--- src/rtl/frw_pkg.sv ---
package frw_pkg;
  localparam int DW = 32;

  localparam logic [7:0] OFF_STS  = 8'h04;
  localparam logic [7:0] OFF_MASK = 8'h08;
  localparam logic [7:0] OFF_CFG  = 8'h44;
  localparam logic [7:0] OFF_CTRL = 8'h48;
  localparam logic [7:0] OFF_BASE = 8'h4C;
  localparam logic [7:0] OFF_LEN  = 8'h50;

  localparam int CTRL_EN_BIT  = 31;
  localparam int CTRL_TGT_LSB = 21;
  localparam int STS_OFF_BIT  = 11;

  typedef enum logic [1:0] {
    ST_IDLE  = 2'd0,
    ST_FETCH = 2'd1,
    ST_RESP  = 2'd2
  } fsm_state_t;
endpackage

--- src/rtl/frw_regs.sv ---
module frw_regs
  import frw_pkg::*;
#(
  parameter int RAW = 8,
  parameter int FAW = 32,
  parameter int TW  = 2
) (
  input  logic           clk,
  input  logic           rst,
  input  logic           reg_we,
  input  logic           reg_re,
  input  logic [RAW-1:0] reg_addr,
  input  logic [DW-1:0]  reg_wdata,
  output logic [DW-1:0]  reg_rdata,
  output logic           irq,
  input  logic           hold,
  input  logic           done,
  output logic           win_en,
  output logic [DW-1:0]  op_cfg,
  output logic [7:0]     opc0,
  output logic [7:0]     opc1,
  output logic [TW-1:0]  target,
  output logic [FAW-1:0] base,
  output logic [DW-1:0]  win_len
);
  localparam int PADW = CTRL_EN_BIT - CTRL_TGT_LSB - TW;

  logic          en_q, pend_q, sts_q;
  logic [DW-1:0] mask_q;
  logic          wr_ctrl, wr_sts, clr_req, dis_now;
  logic [DW-1:0] sts_vec, sts_masked, ctrl_view, rd_mux;

  assign wr_ctrl = reg_we && (reg_addr == RAW'(OFF_CTRL));
  assign wr_sts  = reg_we && (reg_addr == RAW'(OFF_STS));
  assign clr_req = wr_ctrl && !reg_wdata[CTRL_EN_BIT] && en_q;
  // A disable applies now unless a read is still outstanding.
  assign dis_now = (clr_req && (!hold || done)) || (pend_q && done);

  always_ff @(posedge clk) begin
    if (rst) begin
      en_q   <= 1'b0;
      pend_q <= 1'b0;
      sts_q  <= 1'b0;
    end else begin
      if (dis_now)
        en_q <= 1'b0;
      else if (wr_ctrl && reg_wdata[CTRL_EN_BIT])
        en_q <= 1'b1;

      if (wr_ctrl)
        pend_q <= clr_req && hold && !done;
      else if (done)
        pend_q <= 1'b0;

      // Set has priority over write-one-to-clear.
      if (dis_now)
        sts_q <= 1'b1;
      else if (wr_sts && reg_wdata[STS_OFF_BIT])
        sts_q <= 1'b0;
    end
  end

  always_ff @(posedge clk) begin
    if (rst) begin
      op_cfg  <= '0;
      opc0    <= '0;
      opc1    <= '0;
      target  <= '0;
      base    <= '0;
      win_len <= '0;
      mask_q  <= '0;
    end else if (reg_we) begin
      case (reg_addr)
        RAW'(OFF_CFG):  op_cfg  <= reg_wdata;
        RAW'(OFF_BASE): base    <= reg_wdata[FAW-1:0];
        RAW'(OFF_LEN):  win_len <= reg_wdata;
        RAW'(OFF_MASK): mask_q  <= reg_wdata;
        RAW'(OFF_CTRL): begin
          opc0   <= reg_wdata[7:0];
          opc1   <= reg_wdata[15:8];
          target <= reg_wdata[CTRL_TGT_LSB +: TW];
        end
        default: ;
      endcase
    end
  end

  always_comb begin
    sts_vec              = '0;
    sts_vec[STS_OFF_BIT] = sts_q;
    sts_masked           = sts_vec & mask_q;
    ctrl_view = {en_q, {PADW{1'b0}}, target, 5'b0, opc1, opc0};
    case (reg_addr)
      RAW'(OFF_STS):  rd_mux = sts_masked;
      RAW'(OFF_MASK): rd_mux = mask_q;
      RAW'(OFF_CFG):  rd_mux = op_cfg;
      RAW'(OFF_CTRL): rd_mux = ctrl_view;
      RAW'(OFF_BASE): rd_mux = DW'(base);
      RAW'(OFF_LEN):  rd_mux = win_len;
      default:        rd_mux = '0;
    endcase
  end

  always_ff @(posedge clk) begin
    if (rst) begin
      reg_rdata <= '0;
      irq       <= 1'b0;
    end else begin
      if (reg_re) reg_rdata <= rd_mux;
      irq <= |sts_masked;
    end
  end

  assign win_en = en_q;
endmodule

--- src/rtl/frw_fetch.sv ---
module frw_fetch
  import frw_pkg::*;
#(
  parameter int MAW = 16,
  parameter int FAW = 32,
  parameter int TW  = 2
) (
  input  logic           clk,
  input  logic           rst,
  input  logic           win_en,
  input  logic [DW-1:0]  op_cfg,
  input  logic [7:0]     opc0,
  input  logic [7:0]     opc1,
  input  logic [TW-1:0]  target,
  input  logic [FAW-1:0] base,
  input  logic [DW-1:0]  win_len,
  input  logic           mem_valid,
  input  logic [MAW-1:0] mem_addr,
  output logic           mem_ready,
  output logic [DW-1:0]  mem_rdata,
  output logic           mem_err,
  output logic           seq_req,
  output logic [FAW-1:0] seq_addr,
  output logic [DW-1:0]  seq_opcfg,
  output logic [7:0]     seq_opc0,
  output logic [7:0]     seq_opc1,
  output logic [TW-1:0]  seq_target,
  input  logic           seq_done,
  input  logic [DW-1:0]  seq_rdata,
  output logic           hold,
  output logic           done
);
  fsm_state_t state;
  logic       in_win, launch, reject;

  assign in_win = win_en && (DW'(mem_addr) < win_len);
  assign launch = (state == ST_IDLE) && mem_valid && in_win;
  assign reject = (state == ST_IDLE) && mem_valid && !in_win;
  assign hold   = launch || (state == ST_FETCH);
  assign done   = (state == ST_FETCH) && seq_done;

  always_ff @(posedge clk) begin
    if (rst) begin
      state      <= ST_IDLE;
      mem_ready  <= 1'b0;
      mem_rdata  <= '0;
      mem_err    <= 1'b0;
      seq_req    <= 1'b0;
      seq_addr   <= '0;
      seq_opcfg  <= '0;
      seq_opc0   <= '0;
      seq_opc1   <= '0;
      seq_target <= '0;
    end else begin
      mem_ready <= 1'b0;
      case (state)
        ST_IDLE: begin
          if (launch) begin
            seq_req    <= 1'b1;
            seq_addr   <= base + FAW'(mem_addr);
            seq_opcfg  <= op_cfg;
            seq_opc0   <= opc0;
            seq_opc1   <= opc1;
            seq_target <= target;
            state      <= ST_FETCH;
          end else if (reject) begin
            mem_ready <= 1'b1;
            mem_rdata <= '0;
            mem_err   <= 1'b1;
            state     <= ST_RESP;
          end
        end
        ST_FETCH: begin
          if (seq_done) begin
            seq_req   <= 1'b0;
            mem_ready <= 1'b1;
            mem_rdata <= seq_rdata;
            mem_err   <= 1'b0;
            state     <= ST_RESP;
          end
        end
        default: state <= ST_IDLE;
      endcase
    end
  end
endmodule

--- src/rtl/flash_read_window.sv ---
module flash_read_window
  import frw_pkg::*;
#(
  parameter int RAW = 8,
  parameter int MAW = 16,
  parameter int FAW = 32,
  parameter int TW  = 2
) (
  input  logic           clk,
  input  logic           rst,
  input  logic           reg_we,
  input  logic           reg_re,
  input  logic [RAW-1:0] reg_addr,
  input  logic [31:0]    reg_wdata,
  output logic [31:0]    reg_rdata,
  output logic           irq,
  input  logic           mem_valid,
  input  logic [MAW-1:0] mem_addr,
  output logic           mem_ready,
  output logic [31:0]    mem_rdata,
  output logic           mem_err,
  output logic           seq_req,
  output logic [FAW-1:0] seq_addr,
  output logic [31:0]    seq_opcfg,
  output logic [7:0]     seq_opc0,
  output logic [7:0]     seq_opc1,
  output logic [TW-1:0]  seq_target,
  input  logic           seq_done,
  input  logic [31:0]    seq_rdata
);
  logic           win_en, hold, done;
  logic [DW-1:0]  op_cfg, win_len;
  logic [7:0]     opc0, opc1;
  logic [TW-1:0]  target;
  logic [FAW-1:0] base;

  frw_regs #(.RAW(RAW), .FAW(FAW), .TW(TW)) regs_i (
    .clk(clk), .rst(rst),
    .reg_we(reg_we), .reg_re(reg_re), .reg_addr(reg_addr),
    .reg_wdata(reg_wdata), .reg_rdata(reg_rdata), .irq(irq),
    .hold(hold), .done(done),
    .win_en(win_en), .op_cfg(op_cfg), .opc0(opc0), .opc1(opc1),
    .target(target), .base(base), .win_len(win_len)
  );

  frw_fetch #(.MAW(MAW), .FAW(FAW), .TW(TW)) fetch_i (
    .clk(clk), .rst(rst),
    .win_en(win_en), .op_cfg(op_cfg), .opc0(opc0), .opc1(opc1),
    .target(target), .base(base), .win_len(win_len),
    .mem_valid(mem_valid), .mem_addr(mem_addr),
    .mem_ready(mem_ready), .mem_rdata(mem_rdata), .mem_err(mem_err),
    .seq_req(seq_req), .seq_addr(seq_addr), .seq_opcfg(seq_opcfg),
    .seq_opc0(seq_opc0), .seq_opc1(seq_opc1), .seq_target(seq_target),
    .seq_done(seq_done), .seq_rdata(seq_rdata),
    .hold(hold), .done(done)
  );
endmodule

--- config.mk ---
export PLATFORM = sky130hd
export DESIGN_NAME = flash_read_window
export DESIGN_NICKNAME = d
export VERILOG_FILES = /design/src/rtl/frw_pkg.sv /design/src/rtl/frw_regs.sv /design/src/rtl/frw_fetch.sv /design/src/rtl/flash_read_window.sv
export SDC_FILE = /design/constraint.sdc
export NUM_CORES = 1
export LEC_CHECK = 0
export ABC_CLOCK_PERIOD_IN_PS = 2700
export CAP_MARGIN = 30
export CORE_UTILIZATION = 35
export DETAILED_ROUTE_END_ITERATION = 8
export DONT_BUFFER_PORTS = 1
export PLACE_DENSITY_LB_ADDON = 0.25
export REMOVE_ABC_BUFFERS = 1
export SLEW_MARGIN = 10
export SYNTH_ARGS = -nofsm -noshare
export SYNTH_HDL_FRONTEND = slang
export SYNTH_SLANG_ARGS = --single-unit
--- constraint.sdc ---
create_clock -name clk -period 2.7 [get_ports clk]
set_input_delay 0.54 -clock clk [delete_from_list [all_inputs] [get_ports clk]]
set_output_delay 0.54 -clock clk [all_outputs]
set_load 0.005 [all_outputs]
==> results of run 1 <==
-- logic make-up after synthesis --
logic type,share of synthesized area (%)
AOI/OAI and AO/OA,21.5
buffers and inverters,4.96
xor gates and xnor gates,0.854
adders and majority gates,3.06
and+or+nand+nor,22.8
muxes,1.67
DFF,45.2
-- flip-flops by register name, indices dropped and copies added (netlist names), 2 cells and up --
register and count:
fetch_i.mem_rdata 32, fetch_i.seq_addr 32, fetch_i.seq_opcfg 32, regs_i.base 32, regs_i.mask_q 32, regs_i.op_cfg 32, regs_i.reg_rdata 32, regs_i.win_len 32
fetch_i.seq_opc0 8, fetch_i.seq_opc1 8, regs_i.opc0 8, regs_i.opc1 8, fetch_i.seq_target 2, fetch_i.state 2, regs_i.target 2
-- metal layers --
metal	up-vias	share of wire, %	GRT usage (%)	wire length [µm]
li1	5793	-	-	-
met1	5668	43	28.7	19000
met2	387	45	35.0	19900
met3	62	9.7	7.15	4250
met4	2	1.8	5.63	792
met5	-	0.039	0	17
-- placed cells by master (no fill, tap or decap), drive strengths merged, types with 14 or more instances in the layout --
cell type and instances:
ha 31, nand2 499, a211oi 14, dfxtp 301
a22o 14, clkbuf 47, nor2 64, a21oi 266
o21ai 49, mux2i 20, a222oi 23, buf 59
nand3b 40, inv 26, nor3 15, a2bb2oi 24
-- power by group through the flow --
stage,clock [mW],combinational [mW],sequential [mW]
after floorplan,0,0.126,4.55
after CTS,5.09,0.190,4.45
after global routing,5.29,0.210,4.45
after global placement,0,0.188,4.55
after detailed placement,0,0.189,4.55
final,5.00,0.193,4.45
-- how the worst max path moves through the flow --
stage / startpoint / to / slack, ns / depth (start not counted)
floorplan: mem_addr[1] / fetch_i.seq_addr[19]$_SDFFE_PP0P_ / -2.73 / 6
global placement: mem_addr[0] / fetch_i.seq_addr[26]$_SDFFE_PP0P_ / -0.06 / 10
detailed placement: mem_addr[0] / fetch_i.seq_addr[24]$_SDFFE_PP0P_ / -0.07 / 10
CTS: regs_i.base[0]$_SDFFE_PP0P_ / fetch_i.seq_addr[24]$_SDFFE_PP0P_ / 0.04 / 10
global route: regs_i.base[0]$_SDFFE_PP0P_ / fetch_i.seq_addr[24]$_SDFFE_PP0P_ / -0.02 / 10
finish: regs_i.base[0]$_SDFFE_PP0P_ / fetch_i.seq_addr[24]$_SDFFE_PP0P_ / 0.09 / 10
-- what timing repair did --
action                                 CTS  global route
setup endpoints to repair                0           102
gates resized for setup                  0             6
endpoints found under the hold margin    0             0
-- final cells by class --
class	instances	area, µm²
well taps	511	639
flip-flops and latches	301	6030
repair buffers	59	497
clock buffers	47	1020
multi-input cells	1232	6670
fillers	3842	22400
clock inverters	14	198
diodes	1	2.50
inverters	24	90.1
-- metrics by stage --
step / hold slack, ns / setup TNS, ns / power [mW] / instances
after detailed placement: 0.445 / -0.136 / 4.74 / 2127
after global routing: 0.114 / -0.0181 / 9.95 / 2188
after floorplan: 0.423 / -185.04 / 4.68 / 1557
final: 0.131 / 0 / 9.64 / 2189
after CTS: 0.0998 / 0 / 9.74 / 2188
after global placement: 0.441 / -0.103 / 4.74 / 2127
==> flow_metrics.tcl, run 1 <==
set metrics [dict create \
    outcome "finished clean" \
    cts_buffer_depth 3 \
    gp_congestion 0.871 \
    peakVddDrop_v 0.000444 \
    critPathSlowestCell "or4bb_1" \
    pin_count 244 \
    path_class "reg -> reg" \
    core_um2 37600 \
    fin_util_pct 40.3 \
    hold_class "in -> reg" \
    r2r-end "fetch_i.seq_addr[24]$_SDFFE_PP0P_" \
    place_ws_ns -0.0722 \
    cp_top_family "simple AND/OR/NAND/NOR gates" \
    clock-sinks 301 \
    yosysWarnings 0 \
    avgViaCountPerCell 5.44 \
    drt_iter0_drc 968 \
    period_share_pct 96.6 \
    worstRegToRegCells 10 \
    tightest_slew_ns 0.963 \
    overflow 0 \
    async_reset_ff_share_pct 0 \
    hold_buffers 0 \
    h-tree-depth 2 \
    ys_top_cells_by_area "dfxtp_1 45%, nand2_1 14%, a21oi_1 10%" \
    p_seq_share_pct 46.2 \
    grt_pass1_wl_um 66300 \
    path_cells "ha_1, inv_1, fa_1, nor2b_2, o2111ai_2, nand4_1, a31oi_1, buf_4, or4bb_1, a311oi_1" \
    cts_tree "built" \
    start_util_pct 35.5 \
    cp-end-kind "flop" \
    insertion_delay_ns 0.53 \
    synth_commonest_cells "499 x nand2_1, 301 x dfxtp_1, 266 x a21oi_1" \
    cp_max_fo 9 \
    grt_pass1_vias 11200 \
    die_area_um2 38900 \
    hold_viol_final 0 \
    drtAntennaViolNets 0 \
    p_clk_share_pct 51.8 \
    holdPathStages 2 \
    swShare_pct 21.4 \
    area_delta_synth_final_pct 13.7 \
    cp-start-kind "flop" \
    grt_max_degree 304 \
    rows 71 \
    final_nets 1779 \
    syn_avg_cell_area_um2 7.88 \
    cts_root_buffer "clkbuf_16" \
    required_ns 3.12 \
    die_w_um 197 \
    p_sw_mw 2.06 \
    hpwl_um 30200 \
    stdcell_area_um2 15100 \
    p_comb_share_pct 2.0 \
    max_freq_ghz 0.383 \
    final-setup-viol-count 0 \
    slew_viol_final 0 \
    max_slew_margin_pct 35.8 \
    postCtsSetupBuffers 0 \
    p_int_mw 7.58 \
    postPlaceCellArea_um2 13900 \
    drive_above_1_share_pct 7.99 \
    synth_cells 1692 \
    synth_edf_count 0 \
    drcViolationCount 0 \
    maxCapViolations 0 \
    min-delay-start "reg_wdata[0]" \
    skew_ns 0.0262 \
    r2r-start "regs_i.base[0]$_SDFFE_PP0P_" \
    ys.flop_type "dfxtp_1" \
    synth_top_area_share_pct 45.2 \
    yosysSeqAreaShare_pct 45.2 \
    path_buf_inv 2 \
    clk_pin_slew_ns 0.07 \
    numCtsBuffers 35 \
    drt_wl_total_um 43900 \
    fin_crit_ns 2.61 \
    arrival_ns 3.03 \
    r2r_setup_slack_ns 0.09 \
    antenna_found_initial 1 \
    vias 11900 \
    hold_end "regs_i.base[0]$_SDFFE_PP0P_" \
    finalWorstSetupSlack_ns 0.0907 \
    wl_per_cell_um 20.1 \
    yosys.cell_count.top_type "nand2_1" \
    yosys.area.top_type "dfxtp_1" \
    drt-pass1-iter-count 5 \
    synth_area_um2 13300 \
    ys_types 70 \
    max_stage_delay_ns 0.47 \
    io_buffers 0 \
    ys_ff_latch 301 \
    chipHeight_um 197 \
    power.density_nw_per_um2 637 \
    track_usage_pct 22.0 \
    leakagePower_nw 4.95 \
]
Power figures use the tool's default switching activity.
==> inputs of run 2 (changes only) <==
CORE_MARGIN = 2   (was not set)
CTS_BUF_LIST = sky130_fd_sc_hd__clkbuf_16   (was not set)
==> flow_metrics.tcl, run 2 (same netlist as run 1, synthesis figures left out) <==
set metrics [dict create \
    area_delta_synth_final_pct 12.6 \
    skew_ns 0.00886 \
    grt_pass1_wl_um 66100 \
    drt_wl_total_um 44000 \
    clk_pin_slew_ns 0.07 \
    power_mw 8.97 \
    chipHeight_um 199 \
    hpwl_um 30400 \
    grt_setup_unrepaired "false" \
    outcome "finished clean" \
    final-setup-viol-count 0 \
    wl_per_cell_um 20.1 \
    antenna_found_initial 0 \
    cts_root_buffer "clkbuf_16" \
    arrival_ns 2.98 \
    cts_buffer_depth 3 \
    period_share_pct 95.0 \
    overflow 0 \
    fin_util_pct 39.9 \
    n_antenna_cell 0 \
    drtAntennaViolNets 0 \
    numCtsBuffers 35 \
    path_class "reg -> reg" \
    maxCapViolations 0 \
    slew_viol_final 0 \
    hold_class "in -> reg" \
    core_um2 37600 \
    die_w_um 199 \
    cp-start-kind "flop" \
    leakagePower_nw 4.91 \
    rows 71 \
    max_slew_margin_pct 44.0 \
    stdcell_area_um2 15000 \
    cp-end-kind "flop" \
    power.density_nw_per_um2 597 \
    fin_crit_ns 2.56 \
    io_buffers 0 \
    drt-pass1-iter-count 5 \
    drcViolationCount 0 \
    peakVddDrop_v 0.000311 \
    final_common_cell "nand2_1" \
    h-tree-depth 2 \
    tightest_slew_ns 0.840 \
    drive_above_1_share_pct 7.22 \
    postPlaceCellArea_um2 14000 \
    max_freq_ghz 0.390 \
    drt_iter0_drc 959 \
    cp_max_fo 11 \
    start_util_pct 35.5 \
    clock-sinks 301 \
    avgViaCountPerCell 5.43 \
    vias 11900 \
    pin_count 244 \
    die_area_um2 39700 \
    track_usage_pct 21.6 \
    grt_max_degree 304 \
    required_ns 3.11 \
    insertion_delay_ns 0.52 \
    mostFrequentLayoutCells "499 x nand2_1, 301 x dfxtp_1, 266 x a21oi_1" \
    hold_viol_final 0 \
    final_nets 1780 \
    grt_pass1_vias 11200 \
    gp_congestion 0.866 \
    cts_tree "built" \
]
[run 2: what timing repair did]
action,4_1_cts,5_1_grt
endpoints found under the setup margin,0,106
setup buffers,0,1
hold buffers,0,0
resized for setup,0,6
[run 2: through the flow]
| stage | setup TNS, ns | std cells | hold WS, ns | worst slack, ns |
|---|---|---|---|---|
| global placement | -0.0814 | 2127 | 0.440 | -0.0440 |
| global route | 0 | 2187 | 0.124 | 0.0122 |
| finish | 0 | 2187 | 0.145 | 0.136 |
| CTS | 0 | 2186 | 0.112 | 0.0934 |
| detailed placement | -0.126 | 2127 | 0.446 | -0.0599 |
| floorplan | -185.04 | 1557 | 0.423 | -2.73 |
[run 2: path summary, 6_finish.rpt]
path         slack [ns]                                 end  cells past startpoint                     startpoint
max                0.14   fetch_i.seq_addr[26]$_SDFFE_PP0P_                     10    regs_i.base[0]$_SDFFE_PP0P_
min                0.14  fetch_i.mem_rdata[27]$_SDFFE_PP0P_                      1                            rst
max reg2reg        0.14   fetch_i.seq_addr[26]$_SDFFE_PP0P_                     10    regs_i.base[0]$_SDFFE_PP0P_
min reg2reg        0.45       regs_i.mask_q[3]$_SDFFE_PP0P_                      2  regs_i.mask_q[3]$_SDFFE_PP0P_
[run 2: where the power goes]
group | leakage (nW) | total [mW] | internal, mW | switching, mW
Combinational | 1.95 | 0.195 | 0.0846 | 0.110
Sequential | 2.42 | 4.45 | 4.45 | 0.00613
Clock | 0.535 | 4.32 | 2.46 | 1.86
Total | 4.91 | 8.97 | 6.99 | 1.98
[run 2: area by class of cell]
cell class / count / area [µm²]
clock buffer: 37 / 926
sequential: 301 / 6030
multi-input combinational: 1232 / 6680
fill: 3849 / 22600
clock inverter: 22 / 100
timing repair buffer: 60 / 551
tap: 511 / 639
inverter: 24 / 90.1
[run 2: routing by layer]
layer	wire length (µm)	up-vias	part of all wire (%)	GRT usage, %
met5	0	-	0	0
met4	1100	0	2.5	6.50
met3	4280	71	9.7	6.62
met2	19900	404	45	34.3
met1	18700	5605	43	28.0
li1	-	5786	-	-
[run 2: worst max-delay path: stages, from the launching register on]
cell and delay, ns:
dfxtp_1 0.37, ha_2 0.20, inv_1 0.05, fa_2 0.35
nor2b_2 0.14, o2111ai_1 0.15, nand4_1 0.18, a31oi_1 0.10
buf_4 0.17, or4bb_1 0.50, a311oi_2 0.25
==> inputs of run 3 (changes only) <==
CELL_PAD_IN_SITES_DETAIL_PLACEMENT = 1   (was not set)
CELL_PAD_IN_SITES_GLOBAL_PLACEMENT = 1   (was not set)
==> flow_metrics.tcl, run 3 (same netlist as run 1, synthesis figures left out) <==
set metrics [dict create \
    leakagePower_nw 4.99 \
    fin_cells 2196 \
    cts_root_buffer "clkbuf_16" \
    fin_util_pct 40.4 \
    wl_per_cell_um 22.1 \
    pin_count 244 \
    gp_congestion 0.870 \
    die_w_um 199 \
    chipHeight_um 199 \
    required_ns 3.14 \
    finalWorstSetupSlack_ns 0.105 \
    path_class "reg -> reg" \
    clock-sinks 301 \
    drt-pass1-iter-count 6 \
    n_fill_cell 4481 \
    grt_max_degree 304 \
    numCtsBuffers 36 \
    stdcell_area_um2 15200 \
    drcViolationCount 0 \
    grt_pass1_wl_um 72500 \
    die_area_um2 39700 \
    placedCellCount 2129 \
    outcome "finished clean" \
    grt_pass1_vias 12300 \
    hpwl_um 33000 \
    rows 71 \
    cts_tree "built" \
    arrival_ns 3.03 \
    maxCapViolations 0 \
    clk_pin_slew_ns 0.06 \
    min-delay-start "rst" \
    startpoint "regs_i.base[0]$_SDFFE_PP0P_" \
    power.density_nw_per_um2 611 \
    drt_iter0_drc 691 \
    skew_ns 0.0233 \
    fin_crit_ns 2.59 \
    drtAntennaViolNets 0 \
    path_cells "ha_1, inv_1, fa_2, nor2b_2, o2111ai_1, nand4_1, a31oi_1, buf_4, or4bb_1, a311oi_2" \
    area_delta_synth_final_pct 13.9 \
    critPathSlowestCell "or4bb_1" \
    max_slew_margin_pct 60.9 \
    hold_class "in -> reg" \
    slew_viol_final 0 \
    hold_viol_final 0 \
    avgViaCountPerCell 5.57 \
    cp-end-kind "flop" \
    peakVddDrop_v 0.000385 \
    track_usage_pct 23.8 \
    overflow 0 \
    cp-start-kind "flop" \
    drt_wl_total_um 48600 \
    insertion_delay_ns 0.56 \
    final_nets 1787 \
    r2r-start "regs_i.base[0]$_SDFFE_PP0P_" \
    h-tree-depth 2 \
    final-setup-viol-count 0 \
    period_share_pct 96.1 \
    max_stage_delay_ns 0.51 \
    mostFrequentLayoutCells "499 x nand2_1, 300 x dfxtp_1, 265 x a21oi_1" \
    tightest_slew_ns 0.587 \
    start_util_pct 35.5 \
    core_um2 37600 \
    cp_max_fo 14 \
    finalSetupTns_ns 0 \
    cts_buffer_depth 3 \
    vias 12200 \
    final_common_cell "nand2_1" \
    drive_above_1_share_pct 8.02 \
    antenna_found_initial 0 \
    place_ws_ns -0.0826 \
    max_freq_ghz 0.385 \
    io_buffers 0 \
    postPlaceCellArea_um2 14000 \
]
-- run 3: cell types whose count changed in the layout (fill, tap and decap cells not counted), sizes merged --
cell / delta
buf: +5
bufinv: +2
clkbuf: +1
clkinvlp: +1
diode: +1
inv: -1
-- run 3: area by class of cell --
cell class                 count  area (µm²)  share of cell area (%)
clock inverter                24         169                    1.11
clock buffer                  37         926                    6.10
antenna                        1        2.50                  0.0165
tap                          511         639                    4.21
sequential                   301        6030                    39.7
inverter                      24        90.1                   0.593
multi-input combinational   1232        6680                    44.0
timing repair buffer          66         651                    4.28
-- run 3: power by group --
group          switching (mW)  leakage [nW]  internal [mW]  total (mW)
Clock                    1.96         0.565           2.67        4.63
Sequential            0.00669          2.42           4.45        4.45
Combinational           0.115          2.00         0.0879       0.203
-- run 3: critical path, delay by kind of cell, from the launching register on --
kind / cells / cell delay, ns
AND/OR/NAND/NOR: 3 / 0.83
adder cells (fa/ha/maj): 2 / 0.53
AO/OA/AOI/OAI: 3 / 0.53
flip-flops: 1 / 0.35
buffers and inverters: 2 / 0.24
-- run 3: layer usage --
metal | vias to the layer above | GRT usage (%) | wire length (µm)
li1 | 5795 | - | -
met5 | - | 0 | 0
met3 | 85 | 5.69 | 3380
met1 | 6017 | 30.2 | 20800
met2 | 326 | 39.1 | 22800
met4 | 0 | 9.26 | 1560
-- run 3: path summary, 6_finish.rpt --
| path | slack, ns | depth (start not counted) | endpoint |
|---|---|---|---|
| setup / recovery | 0.11 | 10 | fetch_i.seq_addr[24]$_SDFFE_PP0P_ |
| hold / removal | 0.10 | 1 | regs_i.reg_rdata[10]$_SDFFE_PP0P_ |
| setup reg to reg | 0.11 | 10 | fetch_i.seq_addr[24]$_SDFFE_PP0P_ |
| hold reg to reg | 0.45 | 2 | regs_i.mask_q[14]$_SDFFE_PP0P_ |
-- run 3: what timing repair did --
item,in CTS,in global routing
setup buffers,0,4
hold buffers,0,0
setup endpoints to repair,0,84
gates resized for setup,0,6
-- run 3: per-stage QoR --
| stage | hold slack, ns | power [mW] |
|---|---|---|
| 4_1_cts | 0.0910 | 9.42 |
| 2_1_floorplan | 0.423 | 4.68 |
| 6_report | 0.105 | 9.28 |
| 3_3_place_gp | 0.441 | 4.75 |
| 3_5_place_dp | 0.448 | 4.75 |
| 5_1_grt | 0.109 | 9.60 |
